$ cat src/rtl/tec_pkg.sv
package tec_pkg;
  typedef enum logic [1:0] {
    ST_RUN    = 2'd0,
    ST_FLUSH  = 2'd1,
    ST_REPLAY = 2'd2
  } recState_t;

  // control -> datapath
  typedef struct packed {
    logic latchTag;
  } ctlStrobe_t;

  // datapath -> control
  typedef struct packed {
    logic pending;
    logic confirm;
  } dpStatus_t;
endpackage

$ cat src/rtl/tec_datapath.sv
module tec_datapath
  import tec_pkg::*;
#(
  parameter int NUM_EP      = 16,
  parameter int STAB_STAGES = 2,
  parameter int CNT_W       = 8,
  parameter int TAG_W       = 8
) (
  input  logic              clk,
  input  logic              rstN,
  input  logic [NUM_EP-1:0] epErr,
  input  logic              histClrWe,
  input  logic [NUM_EP-1:0] histClrMask,
  input  logic              cntClr,
  input  logic [TAG_W-1:0]  commitTag,
  input  ctlStrobe_t        strobe,
  output dpStatus_t         status,
  output logic [NUM_EP-1:0] histQ,
  output logic [CNT_W-1:0]  errCount,
  output logic [TAG_W-1:0]  replayTag
);
  localparam logic [CNT_W-1:0] CNT_MAX = {CNT_W{1'b1}};

  logic                   errAny;
  logic [STAB_STAGES-1:0] stabQ;

  assign errAny = |epErr;

  // sticky history, one bit per endpoint; a new error beats a clear
  for (genvar g = 0; g < NUM_EP; g++) begin : g_hist
    always_ff @(posedge clk or negedge rstN) begin
      if (!rstN)                                histQ[g] <= 1'b0;
      else if (epErr[g])                        histQ[g] <= 1'b1;
      else if (histClrWe && histClrMask[g])     histQ[g] <= 1'b0;
    end
  end

  // stabilization chain
  always_ff @(posedge clk or negedge rstN) begin
    if (!rstN) stabQ[0] <= 1'b0;
    else       stabQ[0] <= errAny;
  end
  for (genvar s = 1; s < STAB_STAGES; s++) begin : g_stab
    always_ff @(posedge clk or negedge rstN) begin
      if (!rstN) stabQ[s] <= 1'b0;
      else       stabQ[s] <= stabQ[s-1];
    end
  end

  assign status.confirm = stabQ[STAB_STAGES-1];
  assign status.pending = errAny | (|stabQ);

  // saturating event counter, clear has priority
  always_ff @(posedge clk or negedge rstN) begin
    if (!rstN)                           errCount <= '0;
    else if (cntClr)                     errCount <= '0;
    else if (errAny && errCount != CNT_MAX) errCount <= errCount + 1'b1;
  end

  // restart point
  always_ff @(posedge clk or negedge rstN) begin
    if (!rstN)               replayTag <= '0;
    else if (strobe.latchTag) replayTag <= commitTag;
  end
endmodule

$ cat src/rtl/tec_control.sv
module tec_control
  import tec_pkg::*;
#(
  parameter int TAG_W = 8
) (
  input  logic             clk,
  input  logic             rstN,
  input  logic             commitReq,
  input  logic [TAG_W-1:0] commitTag,
  input  logic [TAG_W-1:0] replayTag,
  input  dpStatus_t        status,
  output ctlStrobe_t       strobe,
  output logic             commitGrant,
  output logic             flush,
  output logic             halfRate
);
  recState_t state, stateNxt;

  assign commitGrant = commitReq && !status.pending && (state != ST_FLUSH);
  assign flush       = (state == ST_FLUSH);
  assign halfRate    = (state != ST_RUN);

  always_comb begin
    stateNxt        = state;
    strobe.latchTag = 1'b0;
    if (status.confirm) begin
      stateNxt        = ST_FLUSH;
      strobe.latchTag = 1'b1;
    end else begin
      unique case (state)
        ST_FLUSH:  stateNxt = ST_REPLAY;
        ST_REPLAY: if (commitGrant && commitTag == replayTag) stateNxt = ST_RUN;
        default:   stateNxt = state;
      endcase
    end
  end

  always_ff @(posedge clk or negedge rstN) begin
    if (!rstN) state <= ST_RUN;
    else       state <= stateNxt;
  end
endmodule

$ cat src/rtl/tec_replay_ctrl.sv
module tec_replay_ctrl
  import tec_pkg::*;
#(
  parameter int NUM_EP      = 16,
  parameter int STAB_STAGES = 2,
  parameter int CNT_W       = 8,
  parameter int TAG_W       = 8
) (
  input  logic              clk,
  input  logic              rstN,
  input  logic [NUM_EP-1:0] epErr,
  input  logic              commitReq,
  input  logic [TAG_W-1:0]  commitTag,
  output logic              commitGrant,
  output logic              flush,
  output logic [TAG_W-1:0]  replayTag,
  output logic              halfRate,
  input  logic              histClrWe,
  input  logic [NUM_EP-1:0] histClrMask,
  output logic [NUM_EP-1:0] histRdata,
  input  logic              cntClr,
  output logic [CNT_W-1:0]  errCount
);
  ctlStrobe_t strobe;
  dpStatus_t  status;

  tec_datapath #(
    .NUM_EP(NUM_EP), .STAB_STAGES(STAB_STAGES), .CNT_W(CNT_W), .TAG_W(TAG_W)
  ) u_dp (
    .clk(clk), .rstN(rstN), .epErr(epErr), .histClrWe(histClrWe),
    .histClrMask(histClrMask), .cntClr(cntClr), .commitTag(commitTag),
    .strobe(strobe), .status(status), .histQ(histRdata),
    .errCount(errCount), .replayTag(replayTag)
  );

  tec_control #(.TAG_W(TAG_W)) u_ctl (
    .clk(clk), .rstN(rstN), .commitReq(commitReq), .commitTag(commitTag),
    .replayTag(replayTag), .status(status), .strobe(strobe),
    .commitGrant(commitGrant), .flush(flush), .halfRate(halfRate)
  );
endmodule

$ cat config.mk
export PLATFORM = sky130hd
export DESIGN_NAME = tec_replay_ctrl
export DESIGN_NICKNAME = d
export VERILOG_FILES = /design/src/rtl/tec_pkg.sv /design/src/rtl/tec_datapath.sv /design/src/rtl/tec_control.sv /design/src/rtl/tec_replay_ctrl.sv
export SDC_FILE = /design/constraint.sdc
export NUM_CORES = 1
export LEC_CHECK = 0
export BUFFER_PORTS_ARGS = -buffer_cell sky130_fd_sc_hd__buf_2
export CAP_MARGIN = 20
export CORE_MARGIN = 3
export CORE_UTILIZATION = 42
export CTS_BUF_LIST = sky130_fd_sc_hd__clkbuf_8
export CTS_CLUSTER_SIZE = 25
export DETAILED_ROUTE_END_ITERATION = 10
export GPL_TIMING_DRIVEN = 0
export PLACE_DENSITY = 0.78
export SYNTH_ARGS = -nofsm -noshare
export SYNTH_HDL_FRONTEND = slang
export SYNTH_SLANG_ARGS = --single-unit
$ cat constraint.sdc
create_clock -name clk -period 1.4 [get_ports clk]
set_clock_uncertainty 0.15 [all_clocks]
set_input_delay 0 -clock clk [delete_from_list [all_inputs] [get_ports clk]]
set_output_delay 0 -clock clk [all_outputs]
set_load 0.02 [all_outputs]
### Yosys cells after proc, flatten, opt, wreduce, memory -nomap -nowiden

Cells that the tools add are included.

* register bits after elaboration: 36
* input port bits: 45
* logic and storage cells: 110
* output and inout bits: 35

* bitwise logic cells: 1
* eq/ne operators: 6
* muxes and demuxes: 38
* reduce and logical (&&, ||, !) cells: 43
* add/sub/neg operators: 1

Operators with widths (count)
* 2-bit nonzero test: 18
* 1-bit two-way mux: 33
* 1-bit logical AND: 20
* 8-bit two-way mux: 2
* 16-bit OR reduction: 1
* 8-bit by 1-bit adder with 8-bit output (second input constant): 1
* 8-bit == test: 1
* 8-bit inequality test (second input constant): 1
* 2-bit two-way mux: 2
* 2-bit case mux with 2 select lines: 1
* 3-bit by 2-bit inequality test with 1-bit output (second input constant): 1
* 3-bit nonzero test: 1
* 2-bit by 1-bit == test with 1-bit output (second input constant): 1
* 2-bit == test (second input constant): 1
* 2-bit by 1-bit inequality test with 1-bit output (second input constant): 1
* 2-bit AND reduction: 1
* 2-bit OR reduction: 1
* 1-bit logical NOT: 1
* 1-bit bitwise OR: 1

### Depth between registers and ports, before layout

* word-level depth: 9
* depth in mapped cells: 6
* mapped depth without buffers: 5

### By module

Synthesis repeated with hierarchy kept, for this count alone.

* cell total of the unflattened synthesis: 146
* area total of the unflattened synthesis: 1667.8 um^2

By module, submodules not included
* tec_datapath: area an instance 1463.9 um^2, times used 1, sequential area each 850.8 um^2, cells each 125
* tec_control: area an instance 203.9 um^2, times used 1, sequential area each 50.0 um^2, cells each 21

### Worst setup path after synthesis

Ideal clock, no wire load.

* path type: flip-flop to flip-flop
* from: register u_dp.errCount[0]
* to: register u_dp.errCount[4]
* arrival time: 1.446 ns
* setup time: 0.078 ns
* required time: 1.172 ns
* stages on the path, launching flop included: 6
* period minus slack after synthesis: 1.674 ns
* setup slack: -0.274 ns
* buffers on the path: 0
* path through: dfrtp_1 ha_1 nand3_1 nor2_2 or4_1 a21oi_1

* longest elaborated chain between the ends: 3
* elaborated cells on any way between the ends: 6

Ends and longest elaborated chain
* start, declared: RTL line tec_datapath.sv:19 `output logic [CNT_W-1:0] errCount,`
* start signal, assigned: RTL line tec_datapath.sv:57 `else if (errAny && errCount != CNT_MAX) errCount <= errCount + 1'b1;`
* 8-bit by 1-bit adder with 8-bit output or 8-bit inequality test (tied branches): RTL line tec_datapath.sv:57
* 8-bit two-way mux or 1-bit logical AND (tied branches): RTL line tec_datapath.sv:57
* 8-bit two-way mux or 2-bit nonzero test (tied branches)

Several ways; a longest one is shown, not always the timed one. The select of a mux whose other input is x is not followed.
A chain may end at the register's enable or synchronous reset.

### Worst setup path after layout

Same ends and word-level chain as after synthesis.

==> flow_metrics.py <==
metrics = {
    "clocking": {
        "htreeDepth": 2,
        "clkTransAtPathRegs_ns": 0.08,
        "cts_tree": "done",
        "cts-buffers-inserted": 5,
        "clock_sinks": 36,
        "cts_root_buf": "clkbuf_8",
        "cts.path.max_buffers": 2,
        "clkLatencyLatePin_ns": 0.28,
    },
    "floorplan": {
        "pin_count": 80,
        "initial_utilization": 0.459,
        "die_h_microns": 68.0,
        "die_w_microns": 68.0,
        "fp.dieArea_sq_um": 4630,
        "core-area_sq_um": 3520,
        "rows": 21,
    },
    "grt": {
        "grt_pass1_vias": 1715,
        "grt_pass1_wl_microns": 7590,
        "grt_max_degree": 37,
        "grt_remaining_overflow": 0,
        "grt_usage": 0.225,
        "antenna_found_initial": 0,
    },
    "sta": {
        "setup-violations-final": 7,
        "relSlewSlack": 0.489,
        "fin_crit_sh": 1.14,
        "rsz0062_at_grt": "yes",
        "fin_crit_ns": 1.59,
        "worstMarginPinSlew_ns": 0.766,
        "hold_viol": 1,
        "slew_violations": 0,
        "finalHoldWorstSlack_ns": -0.0362,
        "fmax_mhz": 627,
        "worst_slack_ns": -0.194,
    },
    "power_and_ir_drop": {
        "ir_drop_mv": 1.23,
        "comb_power_share": 0.150,
        "sequentialPowerShare": 0.400,
        "power.internal_mw": 2.20,
        "power.clock.fraction": 0.449,
        "p_sw_frac": 0.221,
        "p_switching_uw": 623,
        "p_per_area_nw_per_um2": 990,
        "p_leak_nw": 1.30,
    },
    "setup_path": {
        "critPathCaptureType": "flip-flop",
        "setup.worst_path.class": "flip-flop to flip-flop",
        "path_cells": "ha_4 -> nand3_4 -> nor2_4 -> or4_4 -> a21oi_2",
        "critPathArrivalTime_ns": 1.65,
        "crit_fanout": 6,
        "crit_path_start_kind": "flip-flop",
        "slowest_stage": "or4_4",
        "max_stage_delay_ns": 0.48,
        "worstPathRequired_ns": 1.46,
    },
    "synth": {
        "synth.net_count": 188,
        "synthCells": 142,
        "synth_common_cells": "dfrtp_1, nand2_1, a21o_1, mux2_2, a21oi_1",
        "ys.flop_type": "dfrtp_1",
        "synthTopCellsByArea": "dfrtp_1, a21o_1, mux2_2",
        "yosys.cell_types.count": 36,
        "yosysSeqAreaShare": 0.558,
        "syn_avg_cell_area_sq_um": 11.4,
        "synth_warnings": 0,
        "ys_async_sr_fraction": 1.00,
        "synth_edf_count": 0,
        "netlist_area_sq_um": 1620,
        "synth_top_area_share": 0.558,
        "synth_top_area_cell": "dfrtp_1",
        "yosysMostFrequentCell": "dfrtp_1",
        "synth.ff_latch_count": 36,
    },
    "layout": {
        "drive_gt1_frac": 0.475,
        "antenna_cells": 0,
        "stdcell_area_sq_um": 2850,
        "layout.nets": 327,
        "syn2layout_area_growth_pct": 76.6,
        "utilization": 0.810,
    },
    "route": {
        "vias_per_cell": 5.16,
        "drc": 0,
        "drt-initial-drc-count": 115,
        "ant_nets": 0,
        "wl_microns": 5070,
        "vias": 1694,
        "wire_per_inst_microns": 15.5,
        "dr.pass1.iters": 5,
    },
    "place": {
        "port_buffers": 77,
        "place_area_sq_um": 2090,
        "place_congestion": 0.751,
        "hpwl_microns": 2810,
    },
    "job": {
        "maxCapViolCount": 0,
    },
    "min_path": {
        "hold_path.class": "input port to flip-flop",
    },
    "outcome": {
        "violations": "hold timing, setup timing",
        "outcome": "finished, violations left",
    },
}
what timing repair did:
action / in CTS / in global routing
hold buffers: 43 / 1
setup buffers: 7 / 5
hold endpoints to repair: 66 / 1
endpoints found under the setup margin: 15 / 12
pin swaps: 7 / 3
gates resized for setup: 13 / 9
critical path, delay by kind of cell, from the launching register on:
kind / cells / cell delay, ns
flip-flops: 1 / 0.45
AND/OR/NAND/NOR: 3 / 0.60
adder cells (fa/ha/maj): 1 / 0.19
AO/OA/AOI/OAI: 1 / 0.12
cells by family (layout without fill, tap and decap cells):
kind of cell    after synthesis  after routing  share of synthesized area
xor+xnor                      8              8                     0.0434
simple gates                 49             49                      0.164
mux                          10             10                     0.0689
buf+inv                       8            148                     0.0232
flops                        36             36                      0.558
compound gates               30             30                      0.135
fa+ha+maj                     1              1                    0.00774
final cells by class:
type | instances | area, sq um
Timing Repair Buffer | 132 | 922
Sequential cell | 36 | 906
Multi-Input combinational cell | 98 | 769
Fill cell | 206 | 668
Clock inverter | 3 | 90.1
Clock buffer | 5 | 68.8
Tap cell | 46 | 57.6
Buffer | 5 | 27.5
Inverter | 3 | 11.3
through the flow:
step	TNS [ns]	setup WS (ns)	instances	total power, mW
6_report	-0.814	-0.194	328	2.82
5_1_grt	-1.50	-0.247	328	2.95
4_1_cts	-0.718	-0.168	323	2.82
3_5_place_dp	-1.13	-0.171	265	1.46
3_3_place_gp	-0.905	-0.172	265	1.45
2_1_floorplan	-0.673	-0.161	142	1.30
power by group through the flow:
stage | sequential, mW | combinational [mW] | clock (mW)
after floorplan | 1.21 | 0.0905 | 0
after global placement | 1.14 | 0.307 | 0
after detailed placement | 1.15 | 0.311 | 0
after CTS | 1.13 | 0.409 | 1.29
after global routing | 1.14 | 0.463 | 1.35
final | 1.13 | 0.424 | 1.27
registers in the layout (all words and copies together), names as in the netlist:
| name | cells |
|---|---|
| u_dp.errCount | 8 |
| u_dp.stabQ | 1 |
| u_dp.replayTag | 8 |
| u_ctl.state | 2 |
| u_dp.histQ | 16 |
| u_dp.status | 1 |
cells in the final DEF (no fill, tap or decap), types with 2 or more instances in the layout:
cell           synthesis  layout
dfrtp_1               36      32
a21o_1                15      15
nand4_1                2       2
clkbuf_1               4       3
xnor2_1                4       4
mux2_2                 8       8
or3_1                  2       2
dlygate4sd3_1          0      43
nand2_1               20      20
or4_4                  0       2
nor4_1                 5       2
inv_1                  2       2
bufinv_16              0       3
buf_4                  0      11
dfrtp_2                0       4
and4_4                 1       2
nor4_2                 0       3
a21oi_1                6       4
o31ai_1                3       3
buf_2                  0      75
buf_6                  1       4
a21o_2                 2       2
nor2b_1                3       2
xor2_1                 4       4
a21oi_2                0       2
clkbuf_8               0       5
layer usage:
metal,track usage,up-vias,routed length [microns]
li1,-,788,-
met1,0.224,804,1820
met2,0.415,79,2760
met3,0.0591,23,271
met4,0.132,0,221
met5,0,-,0
final timing paths:
kind / end / cells past startpoint / from / slack [ns]
worst max-delay path: u_dp.errCount[4] / 5 / u_dp.errCount[0] / -0.19
worst min-delay path: u_dp.histQ[10] / 3 / histClrWe / -0.04
worst max register to register: u_dp.errCount[4] / 5 / u_dp.errCount[0] / -0.19
worst min register to register: u_dp.status[0] / 0 / u_dp.stabQ[0] / 0.25
max in group asynchronous: u_dp.errCount[3] / 2 / rstN / 0.38
min in group asynchronous: u_dp.replayTag[4] / 2 / rstN / 0.19
(Power assumes the default switching activity.)
